File: src/rtl/therm_irq_pkg.sv
package therm_irq_pkg;
  localparam int COND_WARN = 0;
  localparam int COND_SHUT = 1;
  localparam int NUM_COND  = 2;
endpackage

File: src/rtl/therm_lvl_track.sv
module therm_lvl_track (
  input  logic clk,
  input  logic rst,
  input  logic lvl_i,
  output logic lvl_q,
  output logic chg_o,
  output logic fall_o
);
  always_ff @(posedge clk) begin
    if (rst) lvl_q <= 1'b0;
    else     lvl_q <= lvl_i;
  end

  assign chg_o  = lvl_i ^ lvl_q;
  assign fall_o = lvl_q & ~lvl_i;

  // a detected change is followed by a flipped stored level
  p_chg_flips_r3: assert property (@(posedge clk) disable iff (rst)
    chg_o |=> (lvl_q != $past(lvl_q)));
endmodule

File: src/rtl/therm_clr_ctrl.sv
module therm_clr_ctrl (
  input  logic clk,
  input  logic rst,
  input  logic cs_n_i,
  input  logic rd_i,
  output logic clr_o
);
  logic cs_q;
  logic rd_seen_q;
  logic cs_rise;

  assign cs_rise = cs_n_i & ~cs_q;
  assign clr_o   = cs_rise & rd_seen_q;

  always_ff @(posedge clk) begin
    if (rst) begin
      cs_q      <= 1'b1;
      rd_seen_q <= 1'b0;
    end else begin
      cs_q <= cs_n_i;
      if (cs_rise)               rd_seen_q <= 1'b0;
      else if (rd_i && !cs_n_i)  rd_seen_q <= 1'b1;
    end
  end

  // a clear consumes the recorded read
  p_read_consumed_r4: assert property (@(posedge clk) disable iff (rst)
    clr_o |=> !rd_seen_q);
  // a clear only happens while chip-select is high
  p_clr_on_high_r4: assert property (@(posedge clk) disable iff (rst)
    clr_o |-> cs_n_i);
endmodule

File: src/rtl/therm_irq_ctrl.sv
module therm_irq_ctrl #(
  parameter int N_SRC = 2
) (
  input  logic             clk,
  input  logic             rst,
  input  logic             warn_i,
  input  logic             shut_i,
  input  logic             cs_n_i,
  input  logic             stat_rd_i,
  input  logic [N_SRC-1:0] cur_red_dis_i,
  output logic             irq_n_o,
  output logic             warn_flag_o,
  output logic             shut_flag_o,
  output logic             warn_stat_o,
  output logic             shut_stat_o,
  output logic [N_SRC-1:0] wet_reduce_o,
  output logic             sw_open_o,
  output logic             resp_temp_o,
  output logic             poll_restart_o
);
  import therm_irq_pkg::*;

  logic [NUM_COND-1:0] lvl_in, lvl_q, chg, fall;
  logic [NUM_COND-1:0] flag_d, flag_q;
  logic                clr;

  assign lvl_in[COND_WARN] = warn_i | shut_i;
  assign lvl_in[COND_SHUT] = shut_i;

  therm_clr_ctrl u_clr (
    .clk    (clk),
    .rst    (rst),
    .cs_n_i (cs_n_i),
    .rd_i   (stat_rd_i),
    .clr_o  (clr)
  );

  for (genvar c = 0; c < NUM_COND; c++) begin : g_cond
    therm_lvl_track u_trk (
      .clk    (clk),
      .rst    (rst),
      .lvl_i  (lvl_in[c]),
      .lvl_q  (lvl_q[c]),
      .chg_o  (chg[c]),
      .fall_o (fall[c])
    );

    // a fresh transition wins over a clear on the same edge
    assign flag_d[c] = chg[c] | (flag_q[c] & ~clr);

    always_ff @(posedge clk) begin
      if (rst) flag_q[c] <= 1'b0;
      else     flag_q[c] <= flag_d[c];
    end
  end

  logic irq_n_q, sw_open_q, resp_q, poll_q;
  logic [N_SRC-1:0] wet_q;

  always_ff @(posedge clk) begin
    if (rst) begin
      irq_n_q   <= 1'b1;
      sw_open_q <= 1'b0;
      resp_q    <= 1'b0;
      poll_q    <= 1'b0;
    end else begin
      irq_n_q   <= ~|flag_d;
      sw_open_q <= shut_i;
      resp_q    <= shut_i | (|flag_d);
      poll_q    <= fall[COND_SHUT];
    end
  end

  for (genvar s = 0; s < N_SRC; s++) begin : g_src
    always_ff @(posedge clk) begin
      if (rst) wet_q[s] <= 1'b0;
      else     wet_q[s] <= lvl_in[COND_WARN] & ~cur_red_dis_i[s];
    end
  end

  assign irq_n_o        = irq_n_q;
  assign warn_flag_o    = flag_q[COND_WARN];
  assign shut_flag_o    = flag_q[COND_SHUT];
  assign warn_stat_o    = lvl_q[COND_WARN];
  assign shut_stat_o    = lvl_q[COND_SHUT];
  assign wet_reduce_o   = wet_q;
  assign sw_open_o      = sw_open_q;
  assign resp_temp_o    = resp_q;
  assign poll_restart_o = poll_q;

  p_warn_entry_r2: assert property (@(posedge clk) disable iff (rst)
    $rose(warn_stat_o) |-> (warn_flag_o && !irq_n_o));
  p_warn_exit_r6: assert property (@(posedge clk) disable iff (rst)
    $fell(warn_stat_o) |-> (warn_flag_o && !irq_n_o));
  p_no_repeat_r5: assert property (@(posedge clk) disable iff (rst)
    ($past(!warn_flag_o) && $stable(warn_stat_o)) |-> !warn_flag_o);
  p_shut_set_r8: assert property (@(posedge clk) disable iff (rst)
    shut_stat_o |-> (warn_stat_o && sw_open_o && resp_temp_o));
  p_shut_exit_r10: assert property (@(posedge clk) disable iff (rst)
    $fell(shut_stat_o) |-> (shut_flag_o && poll_restart_o));
  p_poll_pulse_r11: assert property (@(posedge clk) disable iff (rst)
    poll_restart_o |=> !poll_restart_o);
  p_wet_needs_warn_r7: assert property (@(posedge clk) disable iff (rst)
    (|wet_reduce_o) |-> warn_stat_o);
  p_irq_matches_r13: assert property (@(posedge clk) disable iff (rst)
    (irq_n_o == !(warn_flag_o || shut_flag_o)));
endmodule

File: config.mk
export PLATFORM = sky130hd
export DESIGN_NAME = therm_irq_ctrl
export DESIGN_NICKNAME = d
export VERILOG_FILES = /design/src/rtl/therm_irq_pkg.sv /design/src/rtl/therm_lvl_track.sv /design/src/rtl/therm_clr_ctrl.sv /design/src/rtl/therm_irq_ctrl.sv
export SDC_FILE = /design/constraint.sdc
export NUM_CORES = 1
export LEC_CHECK = 0
export BUFFER_PORTS_ARGS = -buffer_cell sky130_fd_sc_hd__buf_2
export CAP_MARGIN = 20
export CORE_AREA = 2 2 39 41
export CTS_CLUSTER_SIZE = 14
export DETAILED_ROUTE_END_ITERATION = 10
export DIE_AREA = 0 0 41 43
export RECOVER_POWER = 50
export SETUP_SLACK_MARGIN = 0.5
export SLEW_MARGIN = 20
export SYNTH_ARGS = -nofsm -noshare
export SYNTH_HDL_FRONTEND = slang
export SYNTH_SLANG_ARGS = --single-unit
File: constraint.sdc
create_clock -name clk -period 1.7 [get_ports clk]
set_input_delay 0.34 -clock clk [delete_from_list [all_inputs] [get_ports clk]]
set_output_delay 0.34 -clock clk [all_outputs]
set_load 0.05 [all_outputs]
==> run_results.csv <==
group,metric,value,unit
layout,layout.nets,65,
global_routing,grt_pass1_wl,1.04,mm
drt,antenna_left,0,
layout,final_cell_mix,"11 x buf_2, 10 x dfxtp_1, 5 x clkbuf_4",
synth,syn-num-nets,45,
synth,yosys_warnings,0,
floorplanning,core-area,0.00138,mm²
drt,drc_errors,0,
drt,vias,308,
cts,cts_inserted_buffers,3,
pwr,switching_share,30.2,%
worst_setup_path,path_max_fanout,3,
timing,hold_slack,0.237,ns
worst_setup_path,path_cells,"buf_2",
pwr,p_per_area,1110,mW/mm²
layout,multi_input_area,140,µm²
global_routing,grt_antenna_before_repair,0,
drt,viasPerCell,4.34,
floorplanning,row_count,14,
global_routing,gr-usage-all-layers,8.78,%
layout,diodes,0,
place,port_buffers,17,
synth,synth_cell_types,18,
synth,avgSynthCellArea,10.6,µm²
cts,cts_post_setup_buffers_inserted,0,
timing,hold_viol,0,
worst_setup_path,crit_path_max_incr_delay,0.35,ns
cts,worstSkewPairLatency,0.26,ns
synth,async_flop_share,0,%
outcome,status,"completed",
worst_setup_path,end_kind,"output pin",
floorplanning,chipWidth,41,µm
layout,final_cells,71,
cts,ctsHoldBuffers,0,
layout,fillers,151,
floorplanning,start_util,27.5,%
worst_setup_path,crit_family,"flip-flops",
timing,slew_headroom,70.4,%
layout,syn_to_final_growth,37.5,%
min_path,hp-class,"primary input to register",
synth,synthCells,36,
timing,max_freq,823,MHz
timing,maxSlewViolCount,0,
worst_setup_path,crit_path_start_kind,"register",
layout,fin_area,523,µm²
floorplanning,io_pins,18,
floorplanning,dieHeight,43,µm
timing,post-route-period-util,71.5,%
timing,worstMarginPinSlew,0.444,ns
pwr,p_leak,0.000243,µW
synth,synth_edf_count,0,
floorplanning,die-area,0.00176,mm²
timing,period_needed,1.21,ns
pwr,internal_power,405,µW
timing,finalClockSkew,0.00114,ns
place,dp.cells,67,
flow_run,maxCapViolations,0,
drt,wl_per_cell,9.24,µm
worst_setup_path,required,1.36,ns
cts,path_clk_slew,0.07,ns
place,place_area,474,µm²
timing,setup_viol,0,
timing,rsz0062_at_grt,"true",
pwr,p_clk_share,30.0,%
layout,final_common_cell,"buf_2",
pwr,p_sw,176,µW
cts,root_buffer,"clkbuf_4",
pwr,ir_drop,0.362,mV
cts,clock-sinks,11,
layout,drive_gt1_share,41.8,%
layout,finalCoreUtilization,37.8,%
pwr,p_seq_share,49.1,%
synth,yosysTopAreaCellShare,57.9,%
global_routing,overflow,0,
cts,cts_tree,"done",
synth,synthTopCellsByArea,"dfxtp_1 58%, xor2_2 4.3%, a21oi_1 3.9%, ha_1 3.3%, nand2_1 3.0%",
synth,yosys_most_used_dff,"dfxtp_1",
worst_setup_path,critPathKind,"register to output pin",
synth,netlist_area,380,µm²
drt,firstDrtPassIters,2,
drt,routed_wl,656,µm
global_routing,grt_pass1_vias,278,
synth,synth-seq-cells,11,
place,dp_hpwl,526,µm
drt,drt_iter0_drc,1,
pwr,p_comb_share,21.0,%
layout,regArea,221,µm²
synth,yosysSeqAreaShare,57.9,%
timing,finalSetupTns,0,ns
cts,cts_max_level,1,
cts,cts_buffer_depth,2,
worst_setup_path,critPathSlowestCell,"dfxtp_1",
global_routing,grt_max_degree,12,
place,globalplace.congestion,0.592,
worst_setup_path,arrival,0.87,ns
synth,yosys.area.top_type,"dfxtp_1",
worst_setup_path,worst-path-buf-inv,1,
## area by class of cell
class	count	area share (%)
clock buffer	4	5.02
inverter	2	1.44
multi-input combinational	21	26.8
sequential	11	42.3
tap	16	3.83
timing repair buffer	17	20.6
## cells in the mapped netlist (2+ instances only)
cell type,n
dfxtp_1,11
nor2_1,2
o21ai_0,2
nor3_1,2
nand2_1,3
inv_1,2
a21oi_1,3
## kinds of logic (layout without fill, tap and decap cells)
group | count (synthesis) | in the layout | share of synthesized area (%)
AO/OA/AOI/OAI | 7 | 7 | 11.2
XOR/XNOR | 2 | 2 | 6.58
adder cells (fa/ha/maj) | 1 | 1 | 3.29
buffers and inverters | 4 | 23 | 5.26
flip-flops | 11 | 11 | 57.9
AND/OR/NAND/NOR | 11 | 11 | 15.8
## power groups by stage
| stage | logic [µW] | registers (µW) | clock network [µW] |
|---|---|---|---|
| after floorplan | 35.2 | 340 | 0 |
| after global placement | 114 | 290 | 0 |
| after detailed placement | 115 | 290 | 0 |
| after CTS | 120 | 284 | 182 |
| after global routing | 132 | 287 | 194 |
| final | 122 | 285 | 174 |
## per-layer routing
| metal | routed length (µm) | part of all wire (%) | up-vias | track usage, % |
|---|---|---|---|---|
| li1 | - | - | 158 | - |
| met1 | 299 | 46 | 137 | 10.5 |
| met2 | 289 | 44 | 13 | 12.5 |
| met3 | 67 | 10 | 0 | 3.14 |
| met4 | 0 | 0 | 0 | 6.00 |
| met5 | 0 | 0 | - | 0 |
## metrics by stage
step	power, µW	setup WS [ns]
6_report	581	0.485
5_1_grt	613	0.430
4_1_cts	586	0.497
3_5_place_dp	404	0.557
3_3_place_gp	404	0.581
2_1_floorplan	375	0.537
## worst paths after layout
path	to	slack [ns]	depth (start not counted)	startpoint
max	shut_stat_o	0.49	1	sw_open_o
min	wet_reduce_o[0]	0.24	2	cur_red_dis_i[0]
max reg2reg	irq_n_o	0.79	2	sw_open_o
min reg2reg	warn_flag_o	0.48	2	warn_flag_o
## timing repair
action / 4_1_cts / 5_1_grt
gates resized for setup: 5 / 4
endpoints found under the setup margin: 5 / 6
gates cloned: 0 / 0
endpoints found under the hold margin: 0 / 0
## sequential cells by signal, summed over array words and instances (netlist names)
signal / count
shut_flag_o: 1
u_clr.rd_seen_q: 1
poll_restart_o: 1
g_cond.u_trk.lvl_q: 1
sw_open_o: 1
u_clr.cs_q: 1
warn_flag_o: 1
wet_reduce_o: 2
irq_n_o: 1
resp_temp_o: 1
No activity file was read; power rests on OpenSTA's default activity.
